File: config.mk
export PLATFORM = sky130hd
export DESIGN_NAME = ipc_mailbox
export DESIGN_NICKNAME = d
export VERILOG_FILES = /design/src/rtl/ipc_mbox_pkg.sv /design/src/rtl/mbox_fifo.sv /design/src/rtl/mbox_side_ctrl.sv /design/src/rtl/ipc_mailbox.sv
export SDC_FILE = /design/constraint.sdc
export NUM_CORES = 1
export LEC_CHECK = 0
export ABC_AREA = 1
export BUFFER_PORTS_ARGS = -buffer_cell sky130_fd_sc_hd__buf_2
export CORE_UTILIZATION = 37
export DETAILED_ROUTE_END_ITERATION = 7
export PLACE_DENSITY = 0.59
export SYNTH_ARGS = -nofsm -noshare
export SYNTH_HDL_FRONTEND = slang
export SYNTH_SLANG_ARGS = --single-unit
File: constraint.sdc
create_clock -name clk -period 2.9 [get_ports clk]
set_clock_uncertainty 0.2 [all_clocks]
set_input_delay 0.145 -clock clk [delete_from_list [all_inputs] [get_ports clk]]
set_output_delay 0.145 -clock clk [all_outputs]
set_load 0.02 [all_outputs]
File: src/rtl/ipc_mbox_pkg.sv
package ipc_mbox_pkg;
  localparam int ADDR_W = 2;
  localparam logic [ADDR_W-1:0] REG_CTRL = 2'd0;
  localparam logic [ADDR_W-1:0] REG_SEND = 2'd1;
  localparam logic [ADDR_W-1:0] REG_RECV = 2'd2;

  // control word bit positions
  localparam int B_TX_EMPTY  = 0;
  localparam int B_TX_FULL   = 1;
  localparam int B_TX_IRQEN  = 2;
  localparam int B_TX_FLUSH  = 3;
  localparam int B_RX_EMPTY  = 8;
  localparam int B_RX_FULL   = 9;
  localparam int B_RX_IRQEN  = 10;
  localparam int B_ERR       = 14;
  localparam int B_EN        = 15;
  localparam int CTRL_W      = 16;

  typedef struct packed {
    logic push;
    logic pop;
    logic flush;
  } mboxStb_t;
endpackage

File: src/rtl/mbox_fifo.sv
module mbox_fifo #(
  parameter int WIDTH = 32,
  parameter int DEPTH = 16
) (
  input  logic             clk,
  input  logic             rstN,
  input  logic             pushStb,
  input  logic             popStb,
  input  logic             flushStb,
  input  logic [WIDTH-1:0] pushData,
  output logic [WIDTH-1:0] popData,
  output logic             empty,
  output logic             full
);
  localparam int PTR_W = $clog2(DEPTH);
  localparam int CNT_W = PTR_W + 1;
  localparam logic [CNT_W-1:0] CNT_MAX = CNT_W'(DEPTH);

  logic [WIDTH-1:0] mem [DEPTH];
  logic [PTR_W-1:0] wrPtr, rdPtr;
  logic [CNT_W-1:0] count;
  logic [WIDTH-1:0] lastPop;
  logic             doPush, doPop;

  assign empty = (count == '0);
  assign full  = (count == CNT_MAX);

  always_comb begin
    doPush = pushStb && !full && !flushStb;
    doPop  = popStb && !empty && !flushStb;
  end

  always_ff @(posedge clk) begin
    if (!rstN) begin
      wrPtr   <= '0;
      rdPtr   <= '0;
      count   <= '0;
      lastPop <= '0;
    end else if (flushStb) begin
      wrPtr <= '0;
      rdPtr <= '0;
      count <= '0;
    end else begin
      if (doPush) wrPtr <= wrPtr + 1'b1;
      if (doPop) begin
        rdPtr   <= rdPtr + 1'b1;
        lastPop <= mem[rdPtr];
      end
      case ({doPush, doPop})
        2'b10:   count <= count + 1'b1;
        2'b01:   count <= count - 1'b1;
        default: count <= count;
      endcase
    end
  end

  always_ff @(posedge clk) begin
    if (doPush) mem[wrPtr] <= pushData;
  end

  assign popData = empty ? lastPop : mem[rdPtr];
endmodule

File: src/rtl/mbox_side_ctrl.sv
module mbox_side_ctrl
  import ipc_mbox_pkg::*;
#(
  parameter int DATA_W = 32
) (
  input  logic              clk,
  input  logic              rstN,
  input  logic              wrEn,
  input  logic              rdEn,
  input  logic [ADDR_W-1:0] addr,
  input  logic [DATA_W-1:0] wrData,
  input  logic              txEmpty,
  input  logic              txFull,
  input  logic              rxEmpty,
  input  logic              rxFull,
  input  logic [DATA_W-1:0] rxData,
  output mboxStb_t          stb,
  output logic [DATA_W-1:0] pushData,
  output logic [DATA_W-1:0] rdData,
  output logic              irqSendEmpty,
  output logic              irqRecvNotEmpty
);
  logic enable, txIrqEn, rxIrqEn, errFlag;
  logic ctrlWr, errSet;
  logic [CTRL_W-1:0] ctrlWord;

  assign ctrlWr    = wrEn && (addr == REG_CTRL);
  assign stb.push  = enable && wrEn && (addr == REG_SEND);
  assign stb.pop   = enable && rdEn && (addr == REG_RECV);
  assign stb.flush = ctrlWr && wrData[B_TX_FLUSH];
  assign pushData  = wrData;
  assign errSet    = (stb.push && txFull) || (stb.pop && rxEmpty);

  always_ff @(posedge clk) begin
    if (!rstN) begin
      enable  <= 1'b0;
      txIrqEn <= 1'b0;
      rxIrqEn <= 1'b0;
      errFlag <= 1'b0;
    end else begin
      if (ctrlWr) begin
        enable  <= wrData[B_EN];
        txIrqEn <= wrData[B_TX_IRQEN];
        rxIrqEn <= wrData[B_RX_IRQEN];
      end
      if (errSet) errFlag <= 1'b1;
      else if (ctrlWr && wrData[B_ERR]) errFlag <= 1'b0;
    end
  end

  always_comb begin
    ctrlWord             = '0;
    ctrlWord[B_TX_EMPTY] = txEmpty;
    ctrlWord[B_TX_FULL]  = txFull;
    ctrlWord[B_TX_IRQEN] = txIrqEn;
    ctrlWord[B_RX_EMPTY] = rxEmpty;
    ctrlWord[B_RX_FULL]  = rxFull;
    ctrlWord[B_RX_IRQEN] = rxIrqEn;
    ctrlWord[B_ERR]      = errFlag;
    ctrlWord[B_EN]       = enable;
  end

  always_comb begin
    case (addr)
      REG_CTRL: rdData = DATA_W'(ctrlWord);
      REG_RECV: rdData = rxData;
      default:  rdData = '0;
    endcase
  end

  assign irqSendEmpty    = txIrqEn && txEmpty;
  assign irqRecvNotEmpty = rxIrqEn && !rxEmpty;
endmodule

File: src/rtl/ipc_mailbox.sv
module ipc_mailbox
  import ipc_mbox_pkg::*;
#(
  parameter int DATA_W = 32,
  parameter int DEPTH  = 16
) (
  input  logic              clk,
  input  logic              rstN,
  input  logic              aWrEn,
  input  logic              aRdEn,
  input  logic [ADDR_W-1:0] aAddr,
  input  logic [DATA_W-1:0] aWrData,
  output logic [DATA_W-1:0] aRdData,
  output logic              aIrqSendEmpty,
  output logic              aIrqRecvNotEmpty,
  input  logic              bWrEn,
  input  logic              bRdEn,
  input  logic [ADDR_W-1:0] bAddr,
  input  logic [DATA_W-1:0] bWrData,
  output logic [DATA_W-1:0] bRdData,
  output logic              bIrqSendEmpty,
  output logic              bIrqRecvNotEmpty
);
  mboxStb_t aStb, bStb;
  logic [DATA_W-1:0] aPushData, bPushData, abPopData, baPopData;
  logic abEmpty, abFull, baEmpty, baFull;

  mbox_side_ctrl #(.DATA_W(DATA_W)) u_ctrlA (
    .clk(clk), .rstN(rstN), .wrEn(aWrEn), .rdEn(aRdEn), .addr(aAddr),
    .wrData(aWrData), .txEmpty(abEmpty), .txFull(abFull),
    .rxEmpty(baEmpty), .rxFull(baFull), .rxData(baPopData),
    .stb(aStb), .pushData(aPushData), .rdData(aRdData),
    .irqSendEmpty(aIrqSendEmpty), .irqRecvNotEmpty(aIrqRecvNotEmpty)
  );

  mbox_side_ctrl #(.DATA_W(DATA_W)) u_ctrlB (
    .clk(clk), .rstN(rstN), .wrEn(bWrEn), .rdEn(bRdEn), .addr(bAddr),
    .wrData(bWrData), .txEmpty(baEmpty), .txFull(baFull),
    .rxEmpty(abEmpty), .rxFull(abFull), .rxData(abPopData),
    .stb(bStb), .pushData(bPushData), .rdData(bRdData),
    .irqSendEmpty(bIrqSendEmpty), .irqRecvNotEmpty(bIrqRecvNotEmpty)
  );

  mbox_fifo #(.WIDTH(DATA_W), .DEPTH(DEPTH)) u_fifoAB (
    .clk(clk), .rstN(rstN), .pushStb(aStb.push), .popStb(bStb.pop),
    .flushStb(aStb.flush), .pushData(aPushData), .popData(abPopData),
    .empty(abEmpty), .full(abFull)
  );

  mbox_fifo #(.WIDTH(DATA_W), .DEPTH(DEPTH)) u_fifoBA (
    .clk(clk), .rstN(rstN), .pushStb(bStb.push), .popStb(aStb.pop),
    .flushStb(bStb.flush), .pushData(bPushData), .popData(baPopData),
    .empty(baEmpty), .full(baFull)
  );
endmodule

==> flow_metrics.env, run 1 <==
export IMPL_outcome="complete, but fails checks"
export IMPL_violations="negative setup slack"
export IMPL_grt_pass1_wl_um=197000
export IMPL_coreArea_um2=122000
export IMPL_grt_total_usage_pct=21.3
export IMPL_die_height_um=352
export IMPL_grt_overflow_total=0
export IMPL_synth_edf_count=1024
export IMPL_dp_cells=5311
export IMPL_synthFlopType="edfxtp_1"
export IMPL_htreeDepth=3
export IMPL_place_gp_congestion=0.848
export IMPL_fp_row_count=128
export IMPL_wl_per_cell_um=24.5
export IMPL_endpoint_kind="primary output"
export IMPL_synthCells=3658
export IMPL_grt_start_max_net_pins=89
export IMPL_wl_um=140000
export IMPL_ant_nets=0
export IMPL_ys_seq_area_share_pct=72.4
export IMPL_fmax_mhz=331
export IMPL_io_pins=142
export IMPL_num_vias=31648
export IMPL_worstHoldPathType="in -> reg"
export IMPL_cp_data_arrival_time_ns=2.67
export IMPL_drt_initial_drc_count=3596
export IMPL_synth_seq_cells=1130
export IMPL_final_max_slew_viol_count=0
export IMPL_power_density_nw_per_um2=575
export IMPL_critPathKind="reg -> out"
export IMPL_r2r_start="u_ctrlB.enable"
export IMPL_worstHoldStart="aRdEn"
export IMPL_cts_root_buf="clkbuf_16"
export IMPL_cts_max_path_buffers=3
export IMPL_num_nets_final=4095
export IMPL_period_share_pct=104
export IMPL_startpoint_type="flip-flop"
export IMPL_ff2ff_path_depth=9
export IMPL_antenna_found_initial=8
export IMPL_viasPerCell=5.52
export IMPL_max_slew_margin_pct=42.5
export IMPL_fin_crit_ns=3.02
export IMPL_numPortBuffers=141
export IMPL_finalHoldViolations=0
export IMPL_fin_util_pct=47.2
export IMPL_grt_pass1_vias=29376
export IMPL_fin_hold_ws_ns=0.0756
export IMPL_synthArstFlopShare_pct=0
export IMPL_r2r_slack_ns=0.08
export IMPL_pre_cts_slack_ns=0.267
export IMPL_placed_area_um2=49000
export IMPL_max_cap_viol_count=0
export IMPL_setup_ws_ns=-0.118
export IMPL_cts_buffers=115
export IMPL_synthesis_area_um2=45400
export IMPL_die_x_um=352
export IMPL_layout_drive_gt1_share_pct=21.3
export IMPL_place_hpwl_um=70900
export IMPL_clock_sinks=1130
export IMPL_yosysUniqueCellTypes=37
export IMPL_rsz0062_at_grt="true"
export IMPL_start_util_pct=37.3
export IMPL_syn_nets=3748
export IMPL_instances_no_fill=5734
export IMPL_path_max_fanout=14
export IMPL_worstMarginPinSlew_ns=0.860
export IMPL_die_area_um2=124000
export IMPL_required_ns=2.56
export IMPL_dr_pass1_iters=6
export IMPL_ir_drop_v=0.000553
export IMPL_setup_viol=33
export IMPL_hold_depth=8
export IMPL_clk_pin_slew_worst_paths_ns=0.06
export IMPL_p_leak_nw=20.0
export IMPL_drc_errors=0
export IMPL_area_growth_pct=26.6
export IMPL_yosysWarnings=0
export IMPL_fin_setup_tns_ns=-1.69
export IMPL_clock_latency_ns=0.76
export IMPL_total_power_mw=33.0
export IMPL_postSynthAreaPerCell_um2=12.4
export IMPL_cts_tree="built"
export IMPL_post_route_cell_area_um2=57500
## cell usage after synthesis, types with 4 or more instances
cell type  instances  area [um2]
o22ai_1           47         294
xor2_1            13         114
nand3_1           98         490
clkbuf_1         149         559
o21ai_1          128         641
nand4_1           10        62.6
buf_4             21         158
buf_6             20         225
inv_1            229         860
inv_2              4        15.0
o221ai_1         168        1470
dfxtp_1          106        2120
o211ai_2           4        50.1
o21ai_0          533        2670
nor3_1             4        20.0
o211ai_1          84         631
buf_1              6        22.5
buf_2             56         280
a21oi_1          149         746
ha_1              16         200
nand2_1          141         529
edfxtp_1        1024       30700
nor2_1           629        2360
## registers in the layout, summed over array words and instances (netlist names), 5 cells and up, named ones only
register	cells
u_fifoAB.lastPop	32
u_fifoAB.count	5
u_fifoBA.lastPop	32
u_fifoBA.count	5
u_fifoBA.mem	512
u_fifoAB.mem	512
## logic make-up after synthesis
family          Yosys count  synth area share, %
simple gates            891                 7.77
xor+xnor                 14                0.270
flops                  1130                 72.4
buf+inv                 489                 4.71
compound gates         1118                 14.4
fa+ha+maj                16                0.441
## cell usage in the layout (no fill, tap or decap), types with 7 or more instances in the layout
| cell type | count |
|---|---|
| o22ai_2 | 7 |
| ha_1 | 15 |
| nand3_1 | 94 |
| edfxtp_1 | 1024 |
| buf_12 | 71 |
| a21oi_1 | 149 |
| clkinv_1 | 17 |
| clkbuf_1 | 34 |
| nand4_1 | 10 |
| clkinvlp_4 | 7 |
| dlygate4sd3_1 | 81 |
| o221ai_2 | 13 |
| inv_2 | 27 |
| nand2_2 | 46 |
| nand2_1 | 86 |
| buf_6 | 53 |
| buf_2 | 94 |
| nor2_1 | 554 |
| clkbuf_8 | 11 |
| xor2_1 | 11 |
| o211ai_1 | 84 |
| buf_4 | 99 |
| o21ai_2 | 84 |
| clkbuf_16 | 137 |
| o21ai_1 | 187 |
| nor2_2 | 39 |
| inv_1 | 203 |
| clkinv_2 | 16 |
| dfxtp_1 | 98 |
| o22ai_1 | 40 |
| o21ai_4 | 17 |
| nor2_4 | 39 |
| o221ai_1 | 155 |
| o21ai_0 | 373 |
| nand2_4 | 10 |
| buf_16 | 44 |
## per-layer routing
layer  vias to the layer above  track usage [%]  share of wire (%)
li1                      14191                -                  -
met1                     15804             28.9                 41
met2                      1433             34.8                 48
met3                       214             3.83                8.0
met4                         6             6.17                2.5
met5                         -                0              0.029
## worst max-delay path: stages, from the launching register on
cell and delay, ns:
dfxtp_4 0.46, buf_4 0.19, buf_16 0.16, o21ai_0 0.11, o221ai_1 0.23, nand3_1 0.14, nand2_1 0.14, o21ai_1 0.08
buf_4 0.17, nand2_1 0.07, buf_2 0.16
## worst max-delay path by stage
stage                     endpoint  slack (ns)  depth (start not counted)
6_report               bRdData[14]       -0.12                         10
5_1_grt                bRdData[20]       -0.24                         10
4_1_cts                bRdData[31]       -0.15                         11
3_5_place_dp   u_fifoAB.mem[9][20]        0.27                          7
3_3_place_gp   u_fifoAB.mem[9][20]        0.25                          7
2_1_floorplan  u_fifoBA.mem[11][0]       -0.13                          6
## power by group
group	leakage [nW]	switching, mW	internal [mW]	total, mW
Sequential	10.1	0.00765	17.7	17.7
Clock	1.79	6.39	8.18	14.6
Combinational	8.11	0.498	0.212	0.710
Total	20.0	6.90	26.1	33.0
## timing repair
action	4_1_cts	5_1_grt
gates resized for setup	335	322
endpoints found under the hold margin	1059	0
pin swaps	100	164
endpoints found under the setup margin	64	67
setup buffers	38	19
gates cloned	39	28
hold buffers	81	0
## cell type report
| class | instances | area (um2) |
|---|---|---|
| antenna | 5 | 12.5 |
| clock buffer | 160 | 3160 |
| clock inverter | 56 | 571 |
| fill | 10582 | 64300 |
| inverter | 235 | 947 |
| multi-input combinational | 2039 | 11600 |
| sequential | 1130 | 32900 |
| tap | 1625 | 2030 |
| timing repair buffer | 476 | 6090 |
| timing repair inverter | 8 | 118 |
No activity file was read; power rests on OpenSTA's default activity.
==> run 2: changes to the inputs <==
--- a/config.mk
+++ b/config.mk
@@ -7,6 +7,8 @@
 export LEC_CHECK = 0
 export ABC_AREA = 1
 export BUFFER_PORTS_ARGS = -buffer_cell sky130_fd_sc_hd__buf_2
+export CORE_ASPECT_RATIO = 0.8
+export CORE_MARGIN = 10
 export CORE_UTILIZATION = 37
 export DETAILED_ROUTE_END_ITERATION = 7
 export PLACE_DENSITY = 0.59
==> run 2 against run 1 <==
- the run still ends with negative setup slack left
- critical path depth decreased by 2
- utilization increased by 0.46 points
- final area increased by 0.71%
- maximum frequency decreased by 0.63%
- register-to-register slack about the same
- global-route usage decreased by 2.3 points
- sequential power about the same
- first-iteration DRC count increased by 16%
- via count increased by 1.1%
- wire length increased by 0.50%
- combinational power decreased by 3.4%
- final cell count increased by 0.10%
- largest cell class unchanged
==> flow_metrics.env, run 2 (synthesis results as in run 1) <==
export IMPL_cts_max_path_buffers=3
export IMPL_ant_nets=0
export IMPL_grt_pass1_wl_um=198000
export IMPL_startpoint_type="flip-flop"
export IMPL_p_int_mw=25.7
export IMPL_max_cap_viol_count=0
export IMPL_cts_buffers=110
export IMPL_coreArea_um2=121000
export IMPL_die_x_um=412
export IMPL_pwr_share_clk_pct=43.0
export IMPL_r2r_slack_ns=0.07
export IMPL_die_height_um=333
export IMPL_setup_ws_ns=-0.137
export IMPL_power_density_nw_per_um2=559
export IMPL_drt_initial_drc_count=4159
export IMPL_grt_pass1_vias=29334
export IMPL_fmax_mhz=329
export IMPL_final_cell_mix="edfxtp_1, nor2_1, o21ai_0, inv_1, o21ai_1"
export IMPL_finalHoldViolations=0
export IMPL_worstHoldPathType="in -> reg"
export IMPL_multi_input_area_um2=12000
export IMPL_critPathKind="reg -> out"
export IMPL_max_slew_margin_pct=53.2
export IMPL_numPortBuffers=141
export IMPL_post_route_cell_area_um2=57900
export IMPL_dr_pass1_iters=5
export IMPL_die_area_um2=137000
export IMPL_ir_drop_v=0.000497
export IMPL_hold_depth=2
export IMPL_path_max_fanout=21
export IMPL_wl_um=141000
export IMPL_clock_latency_ns=0.72
export IMPL_period_share_pct=105
export IMPL_seqPwrFrac_pct=54.9
export IMPL_largest_registers="u_fifoAB.mem x512, u_fifoBA.mem x512"
export IMPL_wl_per_cell_um=24.6
export IMPL_cts_root_buf="clkbuf_16"
export IMPL_clock_sinks=1130
export IMPL_placed_area_um2=48900
export IMPL_fin_crit_ns=3.04
export IMPL_total_power_mw=32.3
export IMPL_cp_data_arrival_time_ns=2.69
export IMPL_cts_tree="built"
export IMPL_worstMarginPinSlew_ns=0.701
export IMPL_drc_errors=0
export IMPL_nFillCells=10413
export IMPL_final_max_slew_viol_count=0
export IMPL_fp_row_count=114
export IMPL_outcome="complete, but fails checks"
export IMPL_viasPerCell=5.57
export IMPL_fin_hold_ws_ns=0.159
export IMPL_layout_drive_gt1_share_pct=23.3
export IMPL_grt_overflow_total=0
export IMPL_area_growth_pct=27.5
export IMPL_endpoint_kind="primary output"
export IMPL_layout_commonest_cell="edfxtp_1"
export IMPL_num_vias=31983
export IMPL_p_leak_nw=20.0
export IMPL_antenna_found_initial=12
export IMPL_ff2ff_path_depth=8
export IMPL_setup_viol=53
export IMPL_power_frac_comb_pct=2.1
export IMPL_violations="negative setup slack"
export IMPL_clk_pin_slew_worst_paths_ns=0.06
export IMPL_place_hpwl_um=71800
export IMPL_grt_start_max_net_pins=81
export IMPL_rsz0062_at_grt="true"
export IMPL_io_pins=142
export IMPL_pre_cts_slack_ns=0.385
export IMPL_power_switching_mw=6.64
export IMPL_start_util_pct=37.4
export IMPL_swShare_pct=20.6
export IMPL_num_nets_final=4115
export IMPL_place_gp_congestion=0.790
export IMPL_seqCellArea_um2=32900
export IMPL_required_ns=2.56
export IMPL_htreeDepth=3
export IMPL_grt_total_usage_pct=18.9
[run 2: cell type report]
cell class | instances | share of cell area (%)
antenna | 1 | 0.00432
multi-input combinational | 2039 | 20.8
timing repair inverter | 4 | 0.0649
inverter | 235 | 1.60
tap | 1624 | 3.51
clock inverter | 53 | 0.757
clock buffer | 149 | 5.27
timing repair buffer | 505 | 11.2
sequential | 1130 | 56.9
[run 2: path summary, 6_finish.rpt]
check,from,endpoint
max,flip-flop,bRdData[24]
min reg2reg,u_fifoAB.rdPtr[3],u_fifoAB.rdPtr[3]
min,bWrData[20],u_fifoBA.mem[5][20]
max reg2reg,u_ctrlA.enable,u_fifoAB.mem[2][31]
[run 2: power by group through the flow]
stage	combinational [mW]	sequential, mW	clock, mW
2_1_floorplan	0.153	18.1	0
3_3_place_gp	0.491	18.1	0
3_5_place_dp	0.499	18.1	0
4_1_cts	0.643	17.7	14.1
5_1_grt	0.738	17.7	14.7
6_report	0.686	17.7	13.9
[run 2: critical path, cell delays in order (launching register included)]
cell       delay (ns)
dfxtp_4          0.43
bufbuf_16        0.33
o21ai_0          0.18
o22ai_1          0.11
o211ai_1         0.28
nand2_2          0.17
o21ai_4          0.25
inv_1            0.06
buf_2            0.16
[run 2: timing repair]
| action | CTS | global route |
|---|---|---|
| hold buffers | 89 | 0 |
| setup buffers | 40 | 37 |
| cloned | 39 | 35 |
| endpoints found under the setup margin | 64 | 585 |
| endpoints found under the hold margin | 1060 | 0 |
| resized for setup | 397 | 383 |
| pin swaps | 93 | 211 |
[run 2: through the flow]
stage	TNS, ns	util (%)	std cells
floorplan	-105.93	-	3658
global placement	0	40.2	5302
detailed placement	0	40.2	5302
CTS	-4.04	45.9	5671
global route	-10.45	47.7	5739
finish	-2.55	47.7	5740
[run 2: metal layers]
layer  global-route usage (%)  share of wire [%]
met1                     29.0                 45
met2                     27.8                 43
met3                     3.08                9.5
met4                     4.38                2.1
met5                        0              0.049
